**config.mk**
```make
export PLATFORM = sky130hd
export DESIGN_NAME = qtimer_cc
export DESIGN_NICKNAME = d
export VERILOG_FILES = /design/src/rtl/qtc_pkg.sv /design/src/rtl/qtc_sync.sv /design/src/rtl/qtc_decode.sv /design/src/rtl/qtc_counter.sv /design/src/rtl/qtc_capture.sv /design/src/rtl/qtimer_cc.sv
export SDC_FILE = /design/constraint.sdc
export NUM_CORES = 1
export LEC_CHECK = 0
export BUFFER_PORTS_ARGS = -buffer_cell sky130_fd_sc_hd__buf_4
export CAP_MARGIN = 20
export CORE_ASPECT_RATIO = 1.2
export CORE_MARGIN = 10
export CORE_UTILIZATION = 30
export DETAILED_ROUTE_END_ITERATION = 6
export PLACE_DENSITY = 0.51
export SLEW_MARGIN = 25
export SYNTH_ARGS = -nofsm -noshare
export SYNTH_HDL_FRONTEND = slang
export SYNTH_SLANG_ARGS = --single-unit
```
**constraint.sdc**
```tcl
create_clock -name clk -period 6 [get_ports clk]
set_input_delay 1.2 -clock clk [delete_from_list [all_inputs] [get_ports clk]]
set_output_delay 1.2 -clock clk [all_outputs]
set_load 0.02 [all_outputs]
```
**src/rtl/qtc_pkg.sv**
```systemverilog
package qtc_pkg;

    localparam int CNT_W_DEF   = 16;
    localparam int SYNC_DEF    = 2;
    localparam int CAP_DEPTH   = 2;

    typedef enum logic {
        MODE_CLKDIR = 1'b0,
        MODE_QUAD   = 1'b1
    } qtc_mode_e;

    typedef struct packed {
        logic step;
        logic up;
    } qtc_step_t;

    // Encoder direction: phase A leading phase B gives an up step.
    function automatic logic quad_is_up(logic a_now, logic b_prev);
        return a_now ^ b_prev;
    endfunction

endpackage

```
**src/rtl/qtc_sync.sv**
```systemverilog
module qtc_sync #(
    parameter int W      = 3,
    parameter int STAGES = 2
) (
    input  logic         clk,
    input  logic         rst,
    input  logic [W-1:0] d,
    output logic [W-1:0] q
);
    logic [W-1:0] chain [STAGES];

    always_ff @(posedge clk) begin
        if (rst) begin
            for (int i = 0; i < STAGES; i++) chain[i] <= '0;
        end else begin
            chain[0] <= d;
            for (int i = 1; i < STAGES; i++) chain[i] <= chain[i-1];
        end
    end

    assign q = chain[STAGES-1];
endmodule

```
**src/rtl/qtc_decode.sv**
```systemverilog
module qtc_decode
    import qtc_pkg::*;
(
    input  logic      clk,
    input  logic      rst,
    input  qtc_mode_e mode,
    input  logic      a_s,
    input  logic      b_s,
    output qtc_step_t step_o
);
    logic a_p, b_p;
    logic da, db;

    always_ff @(posedge clk) begin
        if (rst) begin
            a_p <= 1'b0;
            b_p <= 1'b0;
        end else begin
            a_p <= a_s;
            b_p <= b_s;
        end
    end

    assign da = a_s ^ a_p;
    assign db = b_s ^ b_p;

    always_comb begin
        if (mode == MODE_QUAD) begin
            step_o.step = da ^ db;
            step_o.up   = quad_is_up(a_s, b_p);
        end else begin
            step_o.step = da;
            step_o.up   = b_s;
        end
    end
endmodule

```
**src/rtl/qtc_counter.sv**
```systemverilog
module qtc_counter
    import qtc_pkg::*;
#(
    parameter int CNT_W = CNT_W_DEF
) (
    input  logic             clk,
    input  logic             rst,
    input  qtc_step_t        step_i,
    input  logic             load_en,
    input  logic [CNT_W-1:0] load_val,
    input  logic             cmp_wr,
    input  logic [CNT_W-1:0] cmp_wdata,
    input  logic             cmp_reset_en,
    input  logic             flag_clr,
    output logic [CNT_W-1:0] cnt_q,
    output logic [CNT_W-1:0] cmp_q,
    output logic             match_pulse,
    output logic             ovf_flag,
    output logic             conflict_flag
);
    logic [CNT_W-1:0] cnt_next;
    logic             hit;
    logic             hit_rst;
    logic             wrap;
    logic             step_taken;

    always_comb begin
        cnt_next   = step_i.up ? CNT_W'(cnt_q + 1'b1) : CNT_W'(cnt_q - 1'b1);
        hit        = step_i.step && (cnt_next == cmp_q);
        hit_rst    = hit && cmp_reset_en;
        wrap       = step_i.up ? (cnt_q == '1) : (cnt_q == '0);
        step_taken = step_i.step && (hit_rst || !load_en);
    end

    always_ff @(posedge clk) begin
        if (rst) begin
            cnt_q         <= '0;
            cmp_q         <= '0;
            match_pulse   <= 1'b0;
            ovf_flag      <= 1'b0;
            conflict_flag <= 1'b0;
        end else begin
            if (cmp_wr) cmp_q <= cmp_wdata;
            match_pulse <= 1'b0;
            if (hit_rst) begin
                cnt_q       <= '0;
                match_pulse <= 1'b1;
            end else if (load_en) begin
                cnt_q <= load_val;
            end else if (step_i.step) begin
                cnt_q       <= cnt_next;
                match_pulse <= hit;
            end
            ovf_flag      <= (ovf_flag && !flag_clr) || (step_taken && wrap);
            conflict_flag <= (conflict_flag && !flag_clr) || (hit_rst && load_en);
        end
    end

    AST_LOAD_NO_MATCH: assert property (@(posedge clk) disable iff (rst)
        load_en && !cmp_reset_en |=> !match_pulse);

    AST_STEP_BY_ONE: assert property (@(posedge clk) disable iff (rst)
        !load_en |=> (cnt_q == $past(cnt_q)) || (cnt_q == '0)
                     || (cnt_q == CNT_W'($past(cnt_q) + 1'b1))
                     || (cnt_q == CNT_W'($past(cnt_q) - 1'b1)));

    AST_MATCH_VALUE: assert property (@(posedge clk) disable iff (rst)
        match_pulse |-> (cnt_q == $past(cmp_q))
                        || ((cnt_q == '0) && $past(cmp_reset_en)));

    AST_OVF_STICKY: assert property (@(posedge clk) disable iff (rst)
        ovf_flag && !flag_clr |=> ovf_flag);

    AST_CONFLICT_ZERO: assert property (@(posedge clk) disable iff (rst)
        $rose(conflict_flag) |-> cnt_q == '0);
endmodule

```
**src/rtl/qtc_capture.sv**
```systemverilog
module qtc_capture
    import qtc_pkg::*;
#(
    parameter int CNT_W = CNT_W_DEF
) (
    input  logic             clk,
    input  logic             rst,
    input  logic             cap_s,
    input  logic [1:0]       edge_sel,
    input  logic [CNT_W-1:0] cnt_val,
    input  logic             rd,
    input  logic             flag_clr,
    output logic [CNT_W-1:0] cap_data,
    output logic             cap_valid,
    output logic             overrun_flag
);
    logic [CNT_W-1:0]     stg   [CAP_DEPTH];
    logic [CNT_W-1:0]     stg_n [CAP_DEPTH];
    logic [CAP_DEPTH-1:0] vld, vld_n;
    logic                 cap_p;
    logic                 ev;
    logic                 ovr_set;

    assign ev = (cap_s & ~cap_p & edge_sel[0]) | (~cap_s & cap_p & edge_sel[1]);

    always_comb begin
        stg_n   = stg;
        vld_n   = vld;
        ovr_set = 1'b0;
        if (rd && vld[0]) begin
            for (int i = 0; i < CAP_DEPTH - 1; i++) begin
                stg_n[i] = stg[i+1];
                vld_n[i] = vld[i+1];
            end
            vld_n[CAP_DEPTH-1] = 1'b0;
        end
        if (ev) begin
            if (vld_n[0] == 1'b0) begin
                stg_n[0] = cnt_val;
                vld_n[0] = 1'b1;
            end else if (vld_n[1] == 1'b0) begin
                stg_n[1] = cnt_val;
                vld_n[1] = 1'b1;
            end else begin
                ovr_set = 1'b1;
            end
        end
    end

    always_ff @(posedge clk) begin
        if (rst) begin
            for (int i = 0; i < CAP_DEPTH; i++) stg[i] <= '0;
            vld          <= '0;
            cap_p        <= 1'b0;
            overrun_flag <= 1'b0;
        end else begin
            stg          <= stg_n;
            vld          <= vld_n;
            cap_p        <= cap_s;
            overrun_flag <= (overrun_flag && !flag_clr) || ovr_set;
        end
    end

    assign cap_data  = stg[0];
    assign cap_valid = vld[0];

    AST_FILL_ORDER: assert property (@(posedge clk) disable iff (rst)
        vld[1] |-> vld[0]);

    AST_OVERRUN_FULL: assert property (@(posedge clk) disable iff (rst)
        $rose(overrun_flag) |-> $past(vld) == 2'b11);
endmodule

```
**src/rtl/qtimer_cc.sv**
```systemverilog
module qtimer_cc
    import qtc_pkg::*;
#(
    parameter int CNT_W       = CNT_W_DEF,
    parameter int SYNC_STAGES = SYNC_DEF
) (
    input  logic             clk,
    input  logic             rst,
    input  logic             quad_mode,
    input  logic             ext_clk,
    input  logic             ext_dir,
    input  logic             cap_in,
    input  logic [1:0]       cap_edge_sel,
    input  logic             load_en,
    input  logic [CNT_W-1:0] load_val,
    input  logic             cmp_wr,
    input  logic [CNT_W-1:0] cmp_wdata,
    input  logic             cmp_reset_en,
    input  logic             cap_rd,
    input  logic             flag_clr,
    output logic [CNT_W-1:0] count,
    output logic [CNT_W-1:0] cmp_value,
    output logic [CNT_W-1:0] cap_data,
    output logic             cap_valid,
    output logic             match_pulse,
    output logic             ovf_flag,
    output logic             overrun_flag,
    output logic             conflict_flag
);
    localparam int PIN_W = 3;

    logic [PIN_W-1:0] pins_s;
    qtc_step_t        step;
    qtc_mode_e        mode;

    assign mode = quad_mode ? MODE_QUAD : MODE_CLKDIR;

    qtc_sync #(.W(PIN_W), .STAGES(SYNC_STAGES)) u_sync (
        .clk (clk),
        .rst (rst),
        .d   ({cap_in, ext_dir, ext_clk}),
        .q   (pins_s)
    );

    qtc_decode u_dec (
        .clk    (clk),
        .rst    (rst),
        .mode   (mode),
        .a_s    (pins_s[0]),
        .b_s    (pins_s[1]),
        .step_o (step)
    );

    qtc_counter #(.CNT_W(CNT_W)) u_cnt (
        .clk           (clk),
        .rst           (rst),
        .step_i        (step),
        .load_en       (load_en),
        .load_val      (load_val),
        .cmp_wr        (cmp_wr),
        .cmp_wdata     (cmp_wdata),
        .cmp_reset_en  (cmp_reset_en),
        .flag_clr      (flag_clr),
        .cnt_q         (count),
        .cmp_q         (cmp_value),
        .match_pulse   (match_pulse),
        .ovf_flag      (ovf_flag),
        .conflict_flag (conflict_flag)
    );

    qtc_capture #(.CNT_W(CNT_W)) u_cap (
        .clk          (clk),
        .rst          (rst),
        .cap_s        (pins_s[2]),
        .edge_sel     (cap_edge_sel),
        .cnt_val      (count),
        .rd           (cap_rd),
        .flag_clr     (flag_clr),
        .cap_data     (cap_data),
        .cap_valid    (cap_valid),
        .overrun_flag (overrun_flag)
    );
endmodule

```
==> metrics.cfg, run 1 <==
[status]
status=completed

[finish]
fin_area_um2=5590
antenna_cells=0
syn2layout_area_growth_pct=21.55
drive_gt1_share_pct=23.33
fin_nets=656
final_util_pct=37.22

[critical_path]
cp.arrival_ns=4.93
end_kind=flop
criticalPathCategory=input pin to flop
cp-start-kind=input pin
worst-path-max-fanout=19
worstPathRequired_ns=6.23

[sta]
fin_crit_ns=4.695
rsz0062_at_grt=no
min_period_over_period_pct=78.25
final.setup.tns_ns=0
final-hold-violation-count=0
fmax_mhz=213.0
slew_headroom_pct=43.66
finalMaxSlewViolations=0
skew_ns=0.01053
holdWs_ns=0.4413
setup_viol=0
worstMarginPinSlew_ns=0.8440

[placement]
hpwl_mm=11.46
portBuffers=97
post_dp_cell_area_um2=5304
routabilityCongestion=0.8576

[power]
total_power_mw=1.483
p_per_area_nw_per_um2=265.4
peakVddDrop_uv=121.8
p_leak_nw=2.307

[clocking]
ctsHoldBuffers=0
clk_path_buf_depth=2
path_clk_slew_ns=0.07
tritoncts=done
post_cts_buffers=0
root_buffer=clkbuf_16
htreeDepth=3
insertion_delay_ns=0.35
cts.sinks=79
cts.repair.resized=0
cts_buffers=9

[detailed_routing]
drt_first_pass_iters=4
num_vias=4214
ant_nets=0
wl_per_cell_um=19.04
drc=0
routed_wl_mm=15.56
vias_per_cell=5.158
drtIter0Drc=364

[synth]
netlist-cell-type-count=57
postSynthCellCount=556
synthArstFlopShare_pct=0
synth_area_per_cell_um2=8.272
synth_edf_count=0
syn_nets=604
synth_area_um2=4599
ys_ff_latch=79
synthFlopType=dfxtp_1
seq_area_frac_synth_pct=34.39
ys_warn_count=0

[global_routing]
grt-ovfl-total=0
antenna_found_initial=0
grtUsageTotal_pct=14.91
grt_pass1_vias=4164
grt_pass1_wl_mm=24.30
grt_max_degree=63

[floorplanning]
rows=49
die_y_um=155.6
fp.dieArea_um2=20700
die_w_um=133.0
initial_core_util_pct=30.62
core_area_um2=15020
io_pins=98

[worst_hold_path]
hold_path_class=flop to flop

[run]
maxCapViolations=0

placed cells by master, fill, tap and decap left out, types with 8 or more instances in the layout:
master / n
clkbuf_16: 9
xor2_1: 15
nor2_1: 76
nand3_1: 26
o21ai_0: 17
buf_4: 101
nor2b_1: 11
or3_1: 12
mux2i_1: 43
nor4_1: 12
a311oi_1: 16
dfxtp_1: 79
a21oi_1: 24
nand2_1: 41
xnor2_1: 26
nor2_2: 10
nand4_1: 11
inv_1: 8
through the flow:
step / std cells / setup slack (ns)
after floorplan: 556 / 1.257
after global placement: 801 / 1.032
after detailed placement: 801 / 0.9463
after CTS: 817 / 1.317
after global routing: 817 / 1.044
final: 817 / 1.305
layer usage:
layer	up-vias	share of wire [%]	routed length (um)	global-route usage [%]
met1	2018	46	7177	18.44
li1	2064	-	-	-
met2	110	47	7300	24.22
met3	22	4.2	652	2.996
met5	-	0	0	0
met4	0	2.7	425	7.240
critical path: stages:
cell and delay [ns]:
buf_4 0.15, nor2_1 0.11, a21oi_4 0.57, xnor2_1 0.13, ha_1 0.27, or4_4 0.46, nor3_1 0.25, a211oi_1 0.12
a211o_1 0.34, xor2_1 0.22, o2111ai_1 0.29, o41ai_4 0.41, buf_4 0.32, nor2_1 0.08
layout make-up:
class / instances / area, um2
inverters: 9 / 36.28
clock buffers: 11 / 242.7
well taps: 204 / 255.2
flip-flops and latches: 79 / 1582
fillers: 1574 / 9430
multi-input cells: 408 / 2675
repair buffers: 101 / 758.2
clock inverters: 5 / 41.29
worst paths after layout:
| check | from | endpoint | slack, ns | depth (start not counted) |
|---|---|---|---|---|
| worst min-delay path | u_sync.chain[0][2] | u_sync.chain[0][5] | 0.44 | 1 |
| worst max register to register | u_dec.b_p | u_cnt.cnt_q[7] | 1.81 | 13 |
| worst min register to register | u_sync.chain[0][2] | u_sync.chain[0][5] | 0.44 | 1 |
| worst max-delay path | quad_mode | u_cnt.cnt_q[7] | 1.30 | 14 |
cells in the mapped netlist (2+ instances only):
cell type | instances | share of area [%]
o21ai_0 | 17 | 1.8
nand4_1 | 11 | 1.5
nor2_1 | 76 | 6.2
mux2_2 | 2 | 0.49
nand3_1 | 27 | 2.9
and4_1 | 2 | 0.38
nor4_1 | 12 | 1.6
o22ai_1 | 2 | 0.27
nor2b_1 | 11 | 1.5
o31ai_1 | 2 | 0.33
buf_6 | 3 | 0.73
xnor2_1 | 26 | 5.0
a311oi_1 | 16 | 3.0
xor2_1 | 15 | 2.9
nor3_1 | 6 | 0.65
or3_1 | 12 | 1.6
nand3b_1 | 2 | 0.33
a21oi_1 | 24 | 2.6
or4_4 | 3 | 0.73
buf_4 | 16 | 2.6
clkbuf_1 | 30 | 2.4
mux2i_1 | 43 | 9.4
ha_1 | 3 | 0.82
buf_1 | 6 | 0.49
o2bb2ai_1 | 2 | 0.38
nand2_1 | 42 | 3.4
inv_1 | 8 | 0.65
dfxtp_1 | 79 | 34
a211oi_1 | 4 | 0.65
and2_1 | 2 | 0.27
or4_1 | 4 | 0.65
a211o_1 | 2 | 0.38
nor2_2 | 10 | 1.4
o2111ai_1 | 3 | 0.57
a31oi_1 | 6 | 0.82
o211ai_1 | 2 | 0.33
buf_2 | 5 | 0.54
cell families (layout without fill, tap and decap cells):
| logic type | after synthesis | count (layout) | share of synthesized area, % |
|---|---|---|---|
| flip-flops | 79 | 79 | 34.39 |
| adder cells (fa/ha/maj) | 3 | 3 | 0.8162 |
| AND/OR/NAND/NOR | 225 | 225 | 24.40 |
| multiplexers | 47 | 47 | 10.42 |
| XOR/XNOR | 42 | 42 | 8.161 |
| buffers and inverters | 69 | 126 | 7.617 |
| AO/OA/AOI/OAI | 91 | 91 | 14.20 |
power by group:
| group | internal, mW | switching, mW | total, mW | leakage, nW |
|---|---|---|---|---|
| clock network | 0.296 | 0.242 | 0.538 | 0.133 |
| registers | 0.547 | 0.0477 | 0.595 | 0.646 |
| logic | 0.146 | 0.204 | 0.351 | 1.53 |
sequential cells by signal (all words and copies together), names as in the netlist, 2 cells and up:
| name | cells |
|---|---|
| u_cap.cap_data | 16 |
| u_cap.stg | 16 |
| u_cnt.cmp_q | 16 |
| u_cnt.cnt_q | 16 |
| u_sync.chain | 6 |
| u_cap.vld | 2 |
Power figures use the tool's default switching activity.
==> run 2, diff against run 1 <==
==> constraint.sdc (replaced) <==
create_clock -name clk -period 4.4 [get_ports clk]
set_input_delay 0.88 -clock clk [delete_from_list [all_inputs] [get_ports clk]]
set_output_delay 0.88 -clock clk [all_outputs]
set_load 0.02 [all_outputs]
==> metrics.cfg, run 2 (synthesized netlist as in run 1, its figures left out) <==
[status]
status=completed

[critical_path]
rrSetupSlack_ns=0.67  ; -1.14 ns
worstPathRequired_ns=4.65  ; -1.58 ns
crit_end=u_cnt.match_pulse
rr_endpoint=u_cnt.match_pulse
r2r-start=u_dec.b_p
startpoint=quad_mode
worst-path-max-fanout=9  ; -10
cp-start-kind=input pin
cp.arrival_ns=4.23  ; -0.70 ns
criticalPathCategory=input pin to flop
end_kind=flop
r2r_cells=12  ; -1

[global_routing]
grt_pass1_wl_mm=23.60  ; -2.9%
grtUsageTotal_pct=14.46  ; -0.44 points
grt_max_degree=63  ; unchanged
grt-ovfl-total=0  ; unchanged
grt_pass1_vias=4073  ; -2.2%
antenna_found_initial=0  ; unchanged

[clocking]
cts_buffers=9  ; unchanged
path_clk_slew_ns=0.06  ; about the same
ctsHoldBuffers=0  ; unchanged
cts.sinks=79  ; unchanged
htreeDepth=3  ; unchanged
post_cts_buffers=0  ; unchanged
cts.repair.resized=0  ; unchanged
clk_path_buf_depth=2  ; unchanged
root_buffer=clkbuf_16
tritoncts=done
insertion_delay_ns=0.35  ; about the same

[sta]
final-hold-violation-count=0  ; unchanged
slew_headroom_pct=39.22  ; -4.4 points
finalMaxSlewViolations=0  ; unchanged
skew_ns=0.006965  ; -0.003560 ns
min_period_over_period_pct=90.54
worstMarginPinSlew_ns=0.9047  ; +0.06068 ns
fmax_mhz=251.0
rsz0062_at_grt=no
setup_viol=0  ; unchanged
fin_crit_ns=3.984
final.setup.tns_ns=0  ; unchanged

[finish]
multi_input_area_um2=2675  ; unchanged
regArea_um2=1582  ; unchanged
antenna_cells=0  ; unchanged
mostFrequentLayoutCells=buf_4 (107), dfxtp_1 (79), nor2_1 (76), mux2i_1 (43), nand2_1 (41)
layout_commonest_cell=buf_4
syn2layout_area_growth_pct=22.55
fill_cells=1570  ; -0.25%
drive_gt1_share_pct=24.07  ; +0.74 points
fin_nets=663  ; +1.1%

[floorplanning]
die_w_um=133.0  ; unchanged
initial_core_util_pct=30.62  ; unchanged
io_pins=98  ; unchanged
fp.dieArea_um2=20700  ; unchanged
rows=49  ; unchanged
core_area_um2=15020  ; unchanged
die_y_um=155.6  ; unchanged

[detailed_routing]
drt_first_pass_iters=5  ; +1
vias_per_cell=5.143  ; -0.28%
routed_wl_mm=15.45  ; -0.66%
wl_per_cell_um=18.78  ; -1.4%
num_vias=4233  ; +0.45%
ant_nets=0  ; unchanged
drtIter0Drc=292  ; -20%
drc=0  ; unchanged

[placement]
portBuffers=97  ; unchanged
routabilityCongestion=0.9017  ; +5.1%
hpwl_mm=11.61  ; +1.3%

[power]
total_power_mw=1.988  ; +34%
p_per_area_nw_per_um2=352.8  ; +33%
peakVddDrop_uv=128.8  ; +5.8%
p_leak_nw=2.340  ; +1.5%

[worst_hold_path]
hold_path_class=flop to flop

[run]
maxCapViolations=0  ; unchanged

-- run 2: changes by cell type in the layout (fill, tap and decap cells not counted) --
cell	change
buf_12	+1
clkinvlp_4	-1
inv_6	-2
clkinv_4	-1
clkinv_2	+3
buf_4	+6
-- run 2: critical path, cell delays in order --
cell	delay (ns)
buf_4	0.15
nor2_1	0.28
a21oi_4	0.06
xnor2_1	0.14
ha_1	0.21
or4_4	0.44
nor3_1	0.29
mux2i_1	0.19
xnor2_1	0.24
nand4_1	0.14
or4_4	0.46
or4_4	0.56
a2111oi_4	0.18
-- run 2: worst min path at each step --
stage,to,start,cells after the start
6_report,u_sync.chain[0][5],u_sync.chain[0][2],1
5_1_grt,u_sync.chain[0][5],u_sync.chain[0][2],1
4_1_cts,u_sync.chain[0][3],u_sync.chain[0][0],1
3_5_place_dp,u_sync.chain[0][3],u_sync.chain[0][0],1
3_3_place_gp,u_sync.chain[0][3],u_sync.chain[0][0],1
2_1_floorplan,u_sync.chain[0][3],u_sync.chain[0][0],1
-- run 2: area by class of cell --
type / count / area share [%]
Timing Repair Buffer: 108 / 14.61
Clock buffer: 11 / 4.306
Inverter: 9 / 0.6437
Sequential cell: 79 / 28.06
Tap cell: 204 / 4.528
Clock inverter: 4 / 0.3996
Multi-Input combinational cell: 408 / 47.46
-- run 2: stage by stage --
stage	hold slack [ns]	util [%]	setup WS, ns	instance area [um2]	std cells
floorplan	0.4138	-	0.03422	4602	556
global placement	0.4160	35.71	0.1890	5364	808
detailed placement	0.4285	35.74	0.1242	5369	808
CTS	0.4416	37.51	0.4766	5634	823
global route	0.4604	37.53	0.2506	5637	823
finish	0.4361	37.53	0.4160	5637	823
-- run 2: routing by layer --
layer	global-route usage, %	up-vias	wire [um]
met2	24.01	155	7454
met1	17.57	1985	6869
met5	0	-	0
li1	-	2074	-
met4	6.401	0	308
met3	3.157	19	821
-- run 2: power by group --
part | total, mW | leakage, nW | switching, mW | internal, mW
logic | 0.489 | 1.56 | 0.282 | 0.208
clock network | 0.689 | 0.131 | 0.298 | 0.391
registers | 0.810 | 0.646 | 0.0631 | 0.747
total | 1.99 | 2.34 | 0.643 | 1.35
==> run 3, diff against run 2 <==
--- a/config.mk
+++ b/config.mk
@@ -11,6 +11,7 @@
 export CORE_MARGIN = 10
 export CORE_UTILIZATION = 30
 export DETAILED_ROUTE_END_ITERATION = 6
+export MAX_ROUTING_LAYER = met4
 export PLACE_DENSITY = 0.51
 export SLEW_MARGIN = 25
 export SYNTH_ARGS = -nofsm -noshare
==> metrics.cfg, run 3 (synthesized netlist as in run 1, its figures left out) <==
[sta]
setup_viol=0  ; unchanged
final-hold-violation-count=0  ; unchanged
final.setup.tns_ns=0  ; unchanged
skew_ns=0.006376  ; -0.0005897 ns
fmax_mhz=253.0  ; +0.79%
rsz0062_at_grt=no
worstMarginPinSlew_ns=0.8597  ; -0.04495 ns
min_period_over_period_pct=89.84  ; -0.71 points
finalMaxSlewViolations=0  ; unchanged
slew_headroom_pct=42.24  ; +3.0 points
fin_crit_ns=3.953  ; -0.03120 ns

[finish]
layout_commonest_cell=buf_4
fin_nets=663  ; unchanged
mostFrequentLayoutCells=buf_4 (107), dfxtp_1 (79), nor2_1 (76), mux2i_1 (43), nand2_1 (41)
antenna_cells=0  ; unchanged
fill_cells=1577  ; +0.45%
drive_gt1_share_pct=24.19  ; +0.12 points
syn2layout_area_growth_pct=23.83

[worst_hold_path]
hold_path_class=flop to flop

[global_routing]
grt_pass1_vias=4172  ; +2.4%
grt_pass1_wl_mm=23.96  ; +1.5%
grt-ovfl-total=0  ; unchanged
grt_max_degree=63  ; unchanged
grtUsageTotal_pct=15.22  ; +0.76 points
antenna_found_initial=0  ; unchanged

[clocking]
post_cts_buffers=0  ; unchanged
cts.sinks=79  ; unchanged
ctsHoldBuffers=0  ; unchanged
cts_buffers=9  ; unchanged
root_buffer=clkbuf_16
insertion_delay_ns=0.34  ; about the same
path_clk_slew_ns=0.06  ; about the same
tritoncts=done
htreeDepth=3  ; unchanged
cts.repair.resized=0  ; unchanged
clk_path_buf_depth=2  ; unchanged

[placement]
portBuffers=97  ; unchanged
hpwl_mm=11.54  ; -0.59%
routabilityCongestion=0.9207  ; +2.1%

[power]
p_per_area_nw_per_um2=372.5  ; +5.6%
peakVddDrop_uv=165.5  ; +29%
p_comb_share_pct=23.1  ; -1.5 points
p_leak_nw=2.365  ; +1.1%
seq_power_share_pct=38.2  ; -2.5 points
p_int_mw=1.467  ; +9.0%
p_clk_share_pct=38.7  ; +4.0 points
power.switching_mw=0.6545  ; +1.9%
switching_share_pct=30.85  ; -1.5 points
total_power_mw=2.122  ; +6.7%

[critical_path]
worst-path-buf-inv=1  ; unchanged
worstPathCellList=buf_4, nor2_1, a21oi_4, xnor2_1, ha_1, or4_4, nor4_2, mux2i_1, xnor2_1, nand3_1, or4_4, or4_4, a2111oi_4
cp-start-kind=input pin
path_common_cell=or4_4
critical_path.top_delay_family=simple AND/OR/NAND/NOR gates
worstPathRequired_ns=4.64  ; about the same
criticalPathCategory=input pin to flop
rrSetupSlack_ns=0.69  ; +0.02 ns
worst-path-max-fanout=9  ; unchanged
cp.arrival_ns=4.20  ; -0.03 ns
crit_slowest_cell=or4_4
end_kind=flop
critical_path.max_stage_delay_ns=0.56  ; about the same

[detailed_routing]
num_vias=4209  ; -0.57%
met3_length_um=793  ; -3.4%
wl_met2_mm=7.171  ; -3.8%
topRoutingLayerUsed=met4
drc=0  ; unchanged
drt_first_pass_iters=5  ; unchanged
ant_nets=0  ; unchanged
drtIter0Drc=365  ; +25%
routed_wl_mm=15.55  ; +0.65%
m1WireLength_mm=7.175  ; +4.5%
wl_per_cell_um=18.88  ; +0.52%
vias_per_cell=5.108  ; -0.69%

[floorplanning]
die_w_um=133.0  ; unchanged
initial_core_util_pct=30.62  ; unchanged
fp.dieArea_um2=20700  ; unchanged
core_area_um2=15020  ; unchanged
rows=49  ; unchanged
die_y_um=155.6  ; unchanged
io_pins=98  ; unchanged

[status]
status=completed

[run]
maxCapViolations=0  ; unchanged

[run 3: cell type report]
class	count	area, um2	share of cell area (%)
repair buffers	108	823.3	14.46
multi-input cells	408	2675	46.97
clock inverters	5	81.33	1.428
inverters	9	36.28	0.6371
well taps	204	255.2	4.482
clock buffers	11	242.7	4.262
flip-flops and latches	79	1582	27.77
[run 3: routing by layer]
layer  up-vias  GRT usage [%]
li1       2065              -
met1      1958          19.18
met3        28          2.642
met4         0          6.873
met2       158          23.34
met5         -              -
[run 3: worst paths after layout]
kind / startpoint / to / cells past startpoint
hold / removal: u_sync.chain[0][0] / u_sync.chain[0][3] / 1
hold reg to reg: u_sync.chain[0][0] / u_sync.chain[0][3] / 1
setup / recovery: quad_mode / u_cnt.match_pulse / 13
setup reg to reg: u_dec.b_p / u_cnt.match_pulse / 12
[run 3: power by group through the flow]
stage                     combinational (mW)  sequential, mW  clock, mW
after floorplan                        0.334           0.809          0
after global placement                 0.490           0.824          0
after detailed placement               0.492           0.825          0
after CTS                              0.494           0.809      0.844
after global routing                   0.535           0.816      0.875
final                                  0.490           0.810      0.822
[run 3: per-stage QoR]
step,hold slack [ns],instances,instance area (um2),worst slack (ns),utilization [%]
6_report,0.4345,824,5695,0.4472,37.92
3_3_place_gp,0.4179,808,5364,0.1880,35.71
5_1_grt,0.4533,824,5695,0.2948,37.92
3_5_place_dp,0.4223,808,5364,0.1357,35.71
2_1_floorplan,0.4138,556,4602,0.03422,-
4_1_cts,0.4360,824,5688,0.4873,37.87
